===== config.mk =====
export PLATFORM = sky130hd
export DESIGN_NAME = bus_phase_seq
export DESIGN_NICKNAME = d
export VERILOG_FILES = /design/src/rtl/bps_pkg.sv /design/src/rtl/bps_datapath.sv /design/src/rtl/bps_control.sv /design/src/rtl/bus_phase_seq.sv
export SDC_FILE = /design/constraint.sdc
export NUM_CORES = 1
export LEC_CHECK = 0
export BUFFER_PORTS_ARGS = -buffer_cell sky130_fd_sc_hd__buf_2
export CORE_ASPECT_RATIO = 0.9
export CORE_MARGIN = 3
export CORE_UTILIZATION = 35
export CTS_CLUSTER_DIAMETER = 150
export DETAILED_ROUTE_END_ITERATION = 10
export HOLD_SLACK_MARGIN = 0.06
export MAX_ROUTING_LAYER = met4
export PLACE_DENSITY = 0.69
export SYNTH_ARGS = -nofsm -noshare
export SYNTH_HDL_FRONTEND = slang
export SYNTH_SLANG_ARGS = --single-unit

===== constraint.sdc =====
create_clock -name clk -period 3.4 [get_ports clk]
set_input_delay 0.51 -clock clk [delete_from_list [all_inputs] [get_ports clk]]
set_output_delay 0.51 -clock clk [all_outputs]
set_load 0.005 [all_outputs]

===== src/rtl/bps_pkg.sv =====
package bps_pkg;

  typedef enum logic [1:0] {
    PH_IDLE   = 2'd0,
    PH_LEAD   = 2'd1,
    PH_ACTIVE = 2'd2,
    PH_TRAIL  = 2'd3
  } phase_e;

  typedef struct packed {
    logic accept;      // capture request and load the first phase count
    logic loadActive;  // load the strobe-phase count
    logic loadTrail;   // load the hold-phase count
    logic decCnt;      // count down one cycle
  } ctrl_strobes_t;

endpackage


===== src/rtl/bps_datapath.sv =====
module bps_datapath
  import bps_pkg::*;
#(
  parameter int NUM_ZONES = 4,
  parameter int ADDR_W    = 16,
  parameter int LEAD_W    = 2,
  parameter int ACT_W     = 3,
  parameter int TRAIL_W   = 2,
  localparam int ZONE_W   = (NUM_ZONES > 1) ? $clog2(NUM_ZONES) : 1,
  localparam int DIR_W    = LEAD_W + ACT_W + TRAIL_W,
  localparam int CFG_W    = 2 * DIR_W + 2
) (
  input  logic                        clk,
  input  logic                        rstN,
  input  ctrl_strobes_t               strobes,
  input  phase_e                      phase,
  input  logic [ZONE_W-1:0]           reqZone,
  input  logic                        reqWrite,
  input  logic [ADDR_W-1:0]           reqAddr,
  input  logic [NUM_ZONES*CFG_W-1:0]  zoneTiming,
  output logic                        reqLeadZero,
  output logic                        cntZero,
  output logic                        trailZero,
  output logic                        useReady,
  output logic                        isWrite,
  output logic [ZONE_W-1:0]           zoneQ,
  output logic [ADDR_W-1:0]           addrQ
);

  // counter wide enough for 2*max(strobe count)
  localparam int CNT_W   = ACT_W + 2;
  localparam int RA_LO   = LEAD_W;
  localparam int RT_LO   = LEAD_W + ACT_W;
  localparam int WL_LO   = DIR_W;
  localparam int WA_LO   = DIR_W + LEAD_W;
  localparam int WT_LO   = DIR_W + LEAD_W + ACT_W;
  localparam int DBL_BIT = 2 * DIR_W;
  localparam int RDY_BIT = 2 * DIR_W + 1;

  logic [CFG_W-1:0]   cfgArr [NUM_ZONES];
  logic [CFG_W-1:0]   selCfg;
  logic [LEAD_W-1:0]  selLead;
  logic [ACT_W-1:0]   selAct;
  logic [TRAIL_W-1:0] selTrail;

  logic [ACT_W-1:0]   actQ;
  logic [TRAIL_W-1:0] trailQ;
  logic               dblQ;
  logic               useRdyQ;
  logic               isWriteQ;
  logic [CNT_W-1:0]   cnt;

  genvar g;
  generate
    for (g = 0; g < NUM_ZONES; g++) begin : gZoneCfg
      assign cfgArr[g] = zoneTiming[g*CFG_W +: CFG_W];
    end
  endgenerate

  function automatic logic [CNT_W-1:0] scaleCnt(input logic [CNT_W-1:0] v,
                                                 input logic dbl);
    return dbl ? (v << 1) : v;
  endfunction

  always_comb begin
    selCfg = cfgArr[reqZone];
    if (reqWrite) begin
      selLead  = selCfg[WL_LO +: LEAD_W];
      selAct   = selCfg[WA_LO +: ACT_W];
      selTrail = selCfg[WT_LO +: TRAIL_W];
    end else begin
      selLead  = selCfg[0 +: LEAD_W];
      selAct   = selCfg[RA_LO +: ACT_W];
      selTrail = selCfg[RT_LO +: TRAIL_W];
    end
  end

  assign reqLeadZero = (selLead == '0);

  always_ff @(posedge clk) begin
    if (!rstN) begin
      actQ     <= '0;
      trailQ   <= '0;
      dblQ     <= 1'b0;
      useRdyQ  <= 1'b0;
      isWriteQ <= 1'b0;
      zoneQ    <= '0;
      addrQ    <= '0;
      cnt      <= '0;
    end else begin
      if (strobes.accept) begin
        actQ     <= selAct;
        trailQ   <= selTrail;
        dblQ     <= selCfg[DBL_BIT];
        useRdyQ  <= selCfg[RDY_BIT];
        isWriteQ <= reqWrite;
        zoneQ    <= reqZone;
        addrQ    <= reqAddr;
        if (selLead == '0)
          cnt <= scaleCnt(CNT_W'(selAct), selCfg[DBL_BIT]);
        else
          cnt <= scaleCnt(CNT_W'(selLead), selCfg[DBL_BIT]) - CNT_W'(1);
      end else if (strobes.loadActive) begin
        cnt <= scaleCnt(CNT_W'(actQ), dblQ);
      end else if (strobes.loadTrail) begin
        cnt <= scaleCnt(CNT_W'(trailQ), dblQ) - CNT_W'(1);
      end else if (strobes.decCnt) begin
        cnt <= cnt - CNT_W'(1);
      end
    end
  end

  assign cntZero   = (cnt == '0);
  assign trailZero = (trailQ == '0);
  assign useReady  = useRdyQ;
  assign isWrite   = isWriteQ;

  // captured fields do not move while an access runs
  a_r10_cfg_held: assert property (@(posedge clk) disable iff (!rstN)
    (phase != PH_IDLE) |=> ($stable(actQ) && $stable(trailQ) && $stable(dblQ)
                            && $stable(useRdyQ) && $stable(isWriteQ)));

  // address and zone stay fixed through the access
  a_r12_addr_held: assert property (@(posedge clk) disable iff (!rstN)
    (phase != PH_IDLE) |=> ($stable(addrQ) && $stable(zoneQ)));

endmodule


===== src/rtl/bps_control.sv =====
module bps_control
  import bps_pkg::*;
(
  input  logic          clk,
  input  logic          rstN,
  input  logic          reqValid,
  input  logic          reqLeadZero,
  input  logic          cntZero,
  input  logic          trailZero,
  input  logic          useReady,
  input  logic          extReady,
  output ctrl_strobes_t strobes,
  output phase_e        phase,
  output logic          doneQ
);

  phase_e nextPhase;
  logic   finish;

  always_comb begin
    nextPhase = phase;
    strobes   = '0;
    finish    = 1'b0;
    unique case (phase)
      PH_IDLE: begin
        if (reqValid) begin
          strobes.accept = 1'b1;
          nextPhase = reqLeadZero ? PH_ACTIVE : PH_LEAD;
        end
      end
      PH_LEAD: begin
        if (cntZero) begin
          strobes.loadActive = 1'b1;
          nextPhase = PH_ACTIVE;
        end else begin
          strobes.decCnt = 1'b1;
        end
      end
      PH_ACTIVE: begin
        if (!cntZero) begin
          strobes.decCnt = 1'b1;
        end else if (!useReady || extReady) begin
          if (trailZero) begin
            finish    = 1'b1;
            nextPhase = PH_IDLE;
          end else begin
            strobes.loadTrail = 1'b1;
            nextPhase = PH_TRAIL;
          end
        end
      end
      PH_TRAIL: begin
        if (cntZero) begin
          finish    = 1'b1;
          nextPhase = PH_IDLE;
        end else begin
          strobes.decCnt = 1'b1;
        end
      end
      default: nextPhase = PH_IDLE;
    endcase
  end

  always_ff @(posedge clk) begin
    if (!rstN) begin
      phase <= PH_IDLE;
      doneQ <= 1'b0;
    end else begin
      phase <= nextPhase;
      doneQ <= finish;
    end
  end

  // strobe phase never steps back to setup
  a_r1_no_return_lead: assert property (@(posedge clk) disable iff (!rstN)
    (phase == PH_ACTIVE) |=> (phase != PH_LEAD));

  // hold phase only continues or ends
  a_r1_trail_exit: assert property (@(posedge clk) disable iff (!rstN)
    (phase == PH_TRAIL) |=> (phase == PH_TRAIL || phase == PH_IDLE));

  // a low ready after the programmed count keeps the strobe phase
  a_r5_wait_holds: assert property (@(posedge clk) disable iff (!rstN)
    (phase == PH_ACTIVE && cntZero && useReady && !extReady) |=> (phase == PH_ACTIVE));

  // completion pulse lasts a single cycle
  a_r8_done_single: assert property (@(posedge clk) disable iff (!rstN)
    doneQ |=> !doneQ);

  // an idle request always starts an access
  a_r9_idle_accept: assert property (@(posedge clk) disable iff (!rstN)
    (phase == PH_IDLE && reqValid) |=> (phase != PH_IDLE));

endmodule


===== src/rtl/bus_phase_seq.sv =====
module bus_phase_seq
  import bps_pkg::*;
#(
  parameter int NUM_ZONES = 4,
  parameter int ADDR_W    = 16,
  parameter int LEAD_W    = 2,
  parameter int ACT_W     = 3,
  parameter int TRAIL_W   = 2,
  localparam int ZONE_W   = (NUM_ZONES > 1) ? $clog2(NUM_ZONES) : 1,
  localparam int CFG_W    = 2 * (LEAD_W + ACT_W + TRAIL_W) + 2
) (
  input  logic                       clk,
  input  logic                       rstN,
  input  logic                       reqValid,
  input  logic [ZONE_W-1:0]          reqZone,
  input  logic                       reqWrite,
  input  logic [ADDR_W-1:0]          reqAddr,
  input  logic [NUM_ZONES*CFG_W-1:0] zoneTiming,
  input  logic                       extReady,
  output logic [NUM_ZONES-1:0]       csOut,
  output logic                       rdStrobe,
  output logic                       wrStrobe,
  output logic [ADDR_W-1:0]          busAddr,
  output logic                       done
);

  ctrl_strobes_t     strobes;
  phase_e            phase;
  logic              reqLeadZero;
  logic              cntZero;
  logic              trailZero;
  logic              useReady;
  logic              isWrite;
  logic [ZONE_W-1:0] zoneQ;
  logic              busy;

  bps_control u_ctrl (
    .clk        (clk),
    .rstN       (rstN),
    .reqValid   (reqValid),
    .reqLeadZero(reqLeadZero),
    .cntZero    (cntZero),
    .trailZero  (trailZero),
    .useReady   (useReady),
    .extReady   (extReady),
    .strobes    (strobes),
    .phase      (phase),
    .doneQ      (done)
  );

  bps_datapath #(
    .NUM_ZONES(NUM_ZONES),
    .ADDR_W   (ADDR_W),
    .LEAD_W   (LEAD_W),
    .ACT_W    (ACT_W),
    .TRAIL_W  (TRAIL_W)
  ) u_dp (
    .clk        (clk),
    .rstN       (rstN),
    .strobes    (strobes),
    .phase      (phase),
    .reqZone    (reqZone),
    .reqWrite   (reqWrite),
    .reqAddr    (reqAddr),
    .zoneTiming (zoneTiming),
    .reqLeadZero(reqLeadZero),
    .cntZero    (cntZero),
    .trailZero  (trailZero),
    .useReady   (useReady),
    .isWrite    (isWrite),
    .zoneQ      (zoneQ),
    .addrQ      (busAddr)
  );

  assign busy = (phase != PH_IDLE);

  genvar z;
  generate
    for (z = 0; z < NUM_ZONES; z++) begin : gCs
      assign csOut[z] = busy && (zoneQ == ZONE_W'(z));
    end
  endgenerate

  assign rdStrobe = (phase == PH_ACTIVE) && !isWrite;
  assign wrStrobe = (phase == PH_ACTIVE) && isWrite;

  // at most one zone selected
  a_r1_cs_onehot: assert property (@(posedge clk) disable iff (!rstN)
    $onehot0(csOut));

  // strobes exclusive and only inside a selected access
  a_r7_strobe_excl: assert property (@(posedge clk) disable iff (!rstN)
    !(rdStrobe && wrStrobe));

  a_r7_strobe_in_cs: assert property (@(posedge clk) disable iff (!rstN)
    (rdStrobe || wrStrobe) |-> (csOut != '0));

endmodule


# Word-level counts from Yosys, hierarchy flattened
# Cells that the tools add are included.
[word_totals]
out_inout_bits = 23
regBits = 34
inputBits = 87
[classes]
n_eq_ne = 11
add_sub_neg = 3
bitwise = 1
order_cmp = 1
n_mux = 37
n_reduce_logical = 18
[ops]
columns = ["op", "n"]
rows = [
  ["16-bit binary-select mux with 2-bit select", 1],
  ["16-bit two-way mux", 2],
  ["5-bit two-way mux", 5],
  ["2-bit two-way mux", 9],
  ["5-bit by 1-bit subtractor with 5-bit output (second input constant)", 3],
  ["1-bit two-way mux", 13],
  ["3-bit two-way mux", 3],
  ["2-bit == test (second input constant)", 4],
  ["2-bit zero test", 4],
  ["4-bit two-way mux", 2],
  ["2-bit by 1-bit != test with 1-bit output (second input constant)", 4],
  ["2-bit one-hot mux with 4 select lines", 1],
  ["1-bit logical AND", 6],
  ["5-bit zero test", 1],
  ["5-bit AND reduction", 1],
  ["2-bit by 1-bit == test with 1-bit output (second input constant)", 2],
  ["4-bit nonzero test", 1],
  ["3-bit greater-or-equal comparator (second input constant)", 1],
  ["2-bit NOT with 3-bit output", 1],
  ["3-bit OR reduction", 1],
  ["1-bit zero test", 2],
  ["2-bit != test (second input constant)", 1],
  ["1-bit one-hot mux with 2 select lines", 1],
  ["2-bit nonzero test", 1],
  ["1-bit logical OR", 1],
]

# Logic depth before layout (Yosys ltp)
# Gate-level depths: netlist of run 1.
[depth]
word_depth = 9
ltp_mapped = 11

# By module
# A second synthesis of run 1 with hierarchy kept.
[hier_totals]
hier_cells = 229
area_unflattened_um2 = 2296.0
[modules_own_cells]
columns = ["mod", "seq_area_each_um2", "cells_per_inst", "instances", "area_each_um2"]
rows = [
  ["bps_datapath", 620.6, 194, 1, 2038.2],
  ["bps_control", 60.1, 26, 1, 205.2],
  ["bus_phase_seq", 0.0, 9, 1, 52.6],
]

# Worst setup path before layout of run 1
# OpenSTA, ideal clock, no wires.
[synth_timing]
path_kind = "reg-to-reg"
startpoint = "register u_dp.cnt[2]"
endpoint = "register u_dp.cnt[4]"
arrival_ns = 2.182
setup_slack_ns = 1.144
setup_ns = 0.074
stages_incl_launch_ff = 12
cell_sequence = "dfxtp_1 or4_1 buf_2 nand2b_4 nor2_1 a31oi_1 ha_1 nand2b_1 nor2_1 xnor2_1 a211o_1 a31oi_1"
[synth_via]
elab_chain_cells = 6
[synth_lines]
columns = ["item", "line", "source"]
rows = [
  ["from (decl)", "bps_datapath.sv:51", "logic [CNT_W-1:0] cnt;"],
  ["from (signal assigned)", "bps_datapath.sv:100", "cnt <= scaleCnt(CNT_W'(selAct), selCfg[DBL_BIT]);"],
  ["from (signal assigned)", "bps_datapath.sv:102", "cnt <= scaleCnt(CNT_W'(selLead), selCfg[DBL_BIT]) - CNT_W'(1);"],
  ["from (signal assigned)", "bps_datapath.sv:104", "cnt <= scaleCnt(CNT_W'(actQ), dblQ);"],
  ["parallel branches: the longest is 6 deep, another holds 5-bit by 1-bit subtractor with 5-bit output", "--", ""],
]
# Parallel ways; which one is timed is not known. The select of a mux whose other input is x is not followed.
# A chain may end at the register's enable or synchronous reset.

# Final worst setup path of run 1
# Same ends and word-level chain as after synthesis.

==> key figures, run 1 <==
Outcome
  • Run status: complete, no violations

Die
  • Core Rows: 26
  • Initial core utilization: 37.5%
  • Core box area: 5890 um2
  • DIE AREA: approximately 7300 um2
  • DIE WIDTH: 89.7 um
  • Io pins: 110
  • Die height: 81.4 um

Synth
  • Post-Synthesis Cells: 250
  • Synth Register Bits: 34
  • Post-synth EDFFs: 0
  • Syn_nets: 340
  • Yosys warnings: 0
  • Mapped Area: ~2200 um2
  • Async SR Flop Fraction: 0%
  • Synth Flop Type: dfxtp_1
  • Cell variety after synth: a little under 50
  • Sequential-to-total area share from yosys stat: a little under a third
  • Syn Area/Cell: roughly 9 um2

Routing
  • Vias per cell: roughly 5.1
  • Vias: 2234
  • TritonRoute pass-1 iters: 4
  • Post-DRT Antenna Nets: 0
  • Met2 WL: approximately 2800 um
  • Drt first-iter violations: about 190
  • Max Used Layer: met4
  • DRC: 0
  • Met3 routed WL: roughly 380 um
  • Metal-1 WL: 2630 um
  • Wire per inst: 13.4 um
  • Routed WL: between 5000 and 6000 um

Timing
  • Skew final: 0.00245 ns
  • Hold_ws: 0.451 ns
  • Fin crit share: around 74%
  • Max-slew violations: 0
  • Slew of the pin with the lowest slew margin: 0.920 ns
  • Fin. Hold Viols: 0
  • Setup ws final: about 0.87 ns
  • Max Clk Rate: about 400 MHz
  • Setup TNS: 0 ns
  • Slew headroom: ~39%
  • Unrepaired setup endpoints after global routing: false
  • Final Critical Period: roughly 2.5 ns
  • Setup Viol. Count Final: 0

Final layout
  • Area occupied by multi-input gates: 1420 um2
  • Commonest non-fill, non-tap cells in the layout: 109 x buf_2, 46 x nand2_1, 34 x dfxtp_1
  • Reg area: between 600 and 700 um2
  • Final Util: between 40 and 50%
  • Fillers: 619
  • Commonest non-fill, non-tap cell in the layout: buf_2
  • Final #Nets: 440
  • Area Overhead vs Synth: 30.0%
  • Fraction of layout instances using a drive strength above 1: between 40% and 50%
  • Antenna diodes: 0

Critical path
  • Kind of end point of the critical path: flop
  • Slowest stage delay, CP: 0.69 ns
  • Critical-path top delay cell: or4_1
  • Critical path peak fanout: 6
  • Critical-path cell list: or4_1 -> nand2b_4 -> nor2_1 -> a31oi_1 -> ha_1 -> nand2b_1 -> nor2_1 -> xnor2_1 -> a211o_1 -> a31oi_1
  • CP Data Arrival Time: approximately 2.7 ns
  • Worst Setup Start Kind: flop
  • Req. time, crit path: approximately 3.6 ns
  • Setup Crit Path Kind: reg2reg

GRT
  • Largest net degree at the start of global routing: 31
  • Initial antenna violation count: 0
  • Vias in the first global route: 2106
  • GRT Total Usage: 16.3%
  • Grt ovf: 0
  • First-pass GRT wire length: 9620 um

CTS
  • Clock buffer depth: 2
  • Num CTS Buffers: 5
  • Post-CTS setup buffers: 0
  • Post-CTS Resized: 0
  • TritonCTS clock tree: built
  • Clock root buffer: clkbuf_8
  • CTS sink cnt: 34
  • Hold Buf Count CTS: 0
  • Clock Latency Late Sink: approximately 0.28 ns
  • Clock slew at reported path FFs: 0.07 ns
  • H-tree depth: 2

Power
  • Sequential share of power: between 30% and 40%
  • Logic pwr share: a little under half
  • PwrDens: 592 nW/um2
  • Psw: 0.000687 W
  • Internal: approximately 0.0010 W
  • Switching Fraction: between 40% and 50%
  • Worst vdd ir: between 0.15 and 0.2 mV
  • Clock power frac: ~18%
  • Leak: ~1.3 nW

Job
  • Max-Cap Viols: 0

Place
  • Count of buffers from port buffering: approximately 110
  • Post-Place Worst Slack: between 0.6 and 0.7 ns
  • DP HPWL: ~4600 um
  • RePlAce Congestion: 0.912

Hold path
  • Worst min-delay path class: reg2reg
[power by group through the flow]
stage | clock (W) | combinational (W) | sequential, W
after floorplan | 0 | 0.000620 | 0.000565
after global placement | 0 | 0.000791 | 0.000598
after detailed placement | 0 | 0.000798 | 0.000599
after CTS | 0.000316 | 0.000801 | 0.000592
after global routing | 0.000335 | 0.000897 | 0.000610
final | 0.000306 | 0.000799 | 0.000595
[layout make-up]
type | instances | share of cell area (%)
clock inverters | 1 | 0.174
repair buffers | 110 | 19.3
clock buffers | 7 | 3.01
flip-flops and latches | 34 | 23.7
well taps | 84 | 3.66
multi-input cells | 192 | 49.3
inverters | 7 | 0.915
[registers in the layout, summed over array words and instances (netlist names)]
| register | flops |
|---|---|
| u_dp.actQ | 3 |
| u_dp.zoneQ | 2 |
| u_dp.cnt | 5 |
| u_dp.dblQ | 1 |
| u_dp.trailQ | 2 |
| u_ctrl.doneQ | 1 |
| u_ctrl.phase | 2 |
| u_dp.useReady | 1 |
| u_dp.isWrite | 1 |
| u_dp.addrQ | 16 |
[synthesized netlist by cell type, types with 3 or more instances]
library cell | count | share of area, %
nor3_1 | 4 | 0.91
dfxtp_1 | 34 | 31
buf_2 | 6 | 1.4
ha_1 | 3 | 1.7
a21oi_1 | 29 | 6.6
nand2b_1 | 4 | 1.1
nor2_1 | 19 | 3.2
nand3_1 | 4 | 0.91
o31ai_1 | 4 | 1.4
a211oi_1 | 7 | 2.4
a31oi_1 | 3 | 0.85
nor4_1 | 4 | 1.1
o21ai_0 | 7 | 1.6
clkbuf_1 | 7 | 1.2
mux2i_1 | 7 | 3.2
mux4_2 | 16 | 16
nand2_1 | 46 | 7.8
inv_1 | 5 | 0.85
[per-stage QoR]
stage / power (W) / cell area, um2 / instances
finish: 0.00170 / 2870 / 435
global route: 0.00184 / 2870 / 435
CTS: 0.00171 / 2870 / 435
detailed placement: 0.00140 / 2780 / 427
global placement: 0.00139 / 2780 / 427
floorplan: 0.00119 / 2210 / 250
[worst max-delay path, delay by kind of cell (launching register included)]
kind,cells,cell delay (ns)
flip-flops,1,0.34
AO/OA/AOI/OAI,3,0.53
adder cells (fa/ha/maj),1,0.21
AND/OR/NAND/NOR,5,1.26
XOR/XNOR,1,0.12
[final timing paths]
kind / cells after the start / from / end / slack, ns
min reg2reg: 2 / u_dp.addrQ[8]$_SDFFE_PN0P_ / u_dp.addrQ[8]$_SDFFE_PN0P_ / 0.45
min: 2 / u_dp.addrQ[8]$_SDFFE_PN0P_ / u_dp.addrQ[8]$_SDFFE_PN0P_ / 0.45
max: 10 / u_dp.cnt[2]$_SDFFE_PN0P_ / u_dp.cnt[4]$_SDFFE_PN0P_ / 0.87
max reg2reg: 10 / u_dp.cnt[2]$_SDFFE_PN0P_ / u_dp.cnt[4]$_SDFFE_PN0P_ / 0.87
[cells by family after synthesis]
| family | count (synthesis) | share of synthesized area [%] |
|---|---|---|
| simple gates | 99 | 22.2 |
| compound gates | 63 | 17.8 |
| flops | 34 | 30.8 |
| mux | 26 | 22.0 |
| buf+inv | 24 | 5.10 |
| fa+ha+maj | 3 | 1.70 |
| xor+xnor | 1 | 0.397 |
[metal layers]
| metal | vias to the layer above | global-route usage, % |
|---|---|---|
| met5 | - | - |
| met4 | 0 | 2.76 |
| met3 | 5 | 2.50 |
| met2 | 93 | 27.7 |
| met1 | 1025 | 21.2 |
| li1 | 1111 | - |
(Power assumes the default switching activity.)
==> run 2, diff against run 1 <==
Clock period 3.4 ns to 2.56 ns, I/O delays scaled along.
==> run 2 against run 1 <==
Effect of this change: first-iteration DRC count is 46% lower; non-clock buffer count is 11 higher; clock power rose by 27%; sequential power up 31%; largest power group unchanged.
==> key figures, run 2 (synthesis gave the netlist of run 1 again) <==
Job
  • Max-Cap Viols: 0

Timing
  • Setup ws final: about 0.24 ns
  • Final Critical Period: ~2.3 ns
  • Fin crit share: 90.5%
  • Slew of the pin with the lowest slew margin: 0.504 ns
  • Unrepaired setup endpoints after global routing: false
  • Setup Viol. Count Final: 0
  • Skew final: 0.00534 ns
  • Fin. Hold Viols: 0
  • Slew headroom: between 60% and 70%
  • Setup TNS: 0 ns
  • Max-slew violations: 0
  • Max Clk Rate: 432 MHz

Critical path
  • Worst Setup Start Kind: flop
  • CP Data Arrival Time: approximately 2.5 ns
  • Setup Crit Path Kind: reg2reg
  • Critical-path top delay cell: or4_1
  • Slowest stage delay, CP: 0.56 ns
  • Kind of end point of the critical path: flop
  • Critical-path cell list: or4_1 -> nand2b_4 -> nor2_1 -> a31oi_1 -> ha_1 -> nand2b_1 -> nor2_1 -> xnor2_1 -> a211o_1 -> a31oi_1
  • Req. time, crit path: about 2.8 ns
  • Critical path peak fanout: 5

CTS
  • Clock root buffer: clkbuf_8
  • Clock Latency Late Sink: ~0.28 ns
  • CTS sink cnt: 34
  • H-tree depth: 2
  • Post-CTS Resized: 0
  • Clock slew at reported path FFs: 0.07 ns
  • Hold Buf Count CTS: 0
  • Num CTS Buffers: 5
  • Clock buffer depth: 2
  • Post-CTS setup buffers: 0
  • TritonCTS clock tree: built

Final layout
  • Fraction of layout instances using a drive strength above 1: a little over two fifths
  • Max FFs per register: 16
  • Final Util: roughly half
  • Regs by FF count: u_dp.addrQ x16, u_dp.cnt x5, u_dp.actQ x3
  • Largest Register: u_dp.addrQ
  • Fillers: about 580
  • Commonest non-fill, non-tap cell in the layout: buf_2
  • Final #Nets: 451
  • Area Overhead vs Synth: 33.4%
  • Commonest non-fill, non-tap cells in the layout: 109 x buf_2, 46 x nand2_1, 34 x dfxtp_1
  • Non-Filler Instances: about 440
  • Antenna diodes: 0

Die
  • Core Rows: 26
  • DIE WIDTH: 89.7 um
  • Die height: a little over 80 um
  • DIE AREA: approximately 7300 um2
  • Initial core utilization: about 38%
  • Core box area: roughly 5900 um2
  • Io pins: 110

Routing
  • Vias: approximately 2200
  • Post-DRT Antenna Nets: 0
  • Met3 routed WL: around 420 um
  • Vias per cell: between 5 and 6
  • TritonRoute pass-1 iters: 4
  • Metal-1 WL: 2650 um
  • Drt first-iter violations: ~100
  • Routed WL: between 6000 and 7000 um
  • Max Used Layer: met4
  • Met2 WL: 2970 um
  • Wire per inst: roughly 14 um
  • DRC: 0

Power
  • Sequential share of power: between 30% and 40%
  • Switching Fraction: 39.8%
  • Worst vdd ir: between 0.2 and 0.3 mV
  • Leak: ~1.3 nW
  • Logic pwr share: just under 50%
  • Clock power frac: 16.8%
  • Tot Pwr: 0.00230 W
  • Psw: 0.000916 W
  • PwrDens: about 780 nW/um2
  • Internal: 0.00139 W

Hold path
  • Worst min-delay path class: in2reg

GRT
  • First-pass GRT wire length: approximately 10000 um
  • Initial antenna violation count: 0
  • Grt ovf: 0
  • GRT Total Usage: 17.5%
  • Vias in the first global route: 2142
  • Largest net degree at the start of global routing: 19

Place
  • RePlAce Congestion: 0.907
  • Post-Place Worst Slack: 0.232 ns
  • Count of buffers from port buffering: 109
  • Placed cell count: around 440
  • DP HPWL: 4940 um

Outcome
  • Run status: complete, no violations
-- run 2: cell types whose count changed in the layout (fill, tap and decap cells not counted) --
cell,delta
buf_4,+11
clkbuf_1,-1
clkinv_2,-1
-- run 2: metal layers --
layer	vias to the layer above	GRT usage, %
met5	-	-
met4	0	5.36
met3	6	3.89
met2	91	28.4
met1	1012	22.2
li1	1131	-
-- run 2: power by group through the flow --
stage          registers, W  clock network (W)  logic [W]
4_1_cts            0.000777           0.000402    0.00114
2_1_floorplan      0.000751                  0   0.000824
3_5_place_dp       0.000789                  0    0.00114
3_3_place_gp       0.000783                  0    0.00114
5_1_grt            0.000800           0.000423    0.00128
6_report           0.000779           0.000388    0.00114
-- run 2: area by class of cell --
class                      instances  area, um2  share of cell area (%)
sequential                        34        681                    23.1
timing repair buffer             121        636                    21.6
multi-input combinational        192       1420                    48.0
inverter                           7       26.3                   0.892
clock buffer                       6       82.6                    2.80
tap                               84        105                    3.57
-- run 2: path summary, 6_finish.rpt --
path | startpoint | end | slack [ns] | depth (start not counted)
min reg2reg | u_dp.addrQ[13]$_SDFFE_PN0P_ | u_dp.addrQ[13]$_SDFFE_PN0P_ | 0.45 | 2
min | reqAddr[11] | u_dp.addrQ[11]$_SDFFE_PN0P_ | 0.33 | 3
max reg2reg | u_dp.cnt[2]$_SDFFE_PN0P_ | u_dp.cnt[4]$_SDFFE_PN0P_ | 0.24 | 10
max | u_dp.cnt[2]$_SDFFE_PN0P_ | u_dp.cnt[4]$_SDFFE_PN0P_ | 0.24 | 10
-- run 2: per-stage QoR --
stage                     area, um2  hold slack, ns
final                          2950           0.330
after global routing           2950           0.324
after CTS                      2950           0.326
after detailed placement       2860           0.443
after global placement         2860           0.438
after floorplan                2210           0.432
-- run 2: critical path: cells and delay by family (launching register included) --
| kind | cells | cell delay [ns] |
|---|---|---|
| flip-flops | 1 | 0.34 |
| adder cells (fa/ha/maj) | 1 | 0.21 |
| XOR/XNOR | 1 | 0.12 |
| AO/OA/AOI/OAI | 3 | 0.52 |
| AND/OR/NAND/NOR | 5 | 1.05 |
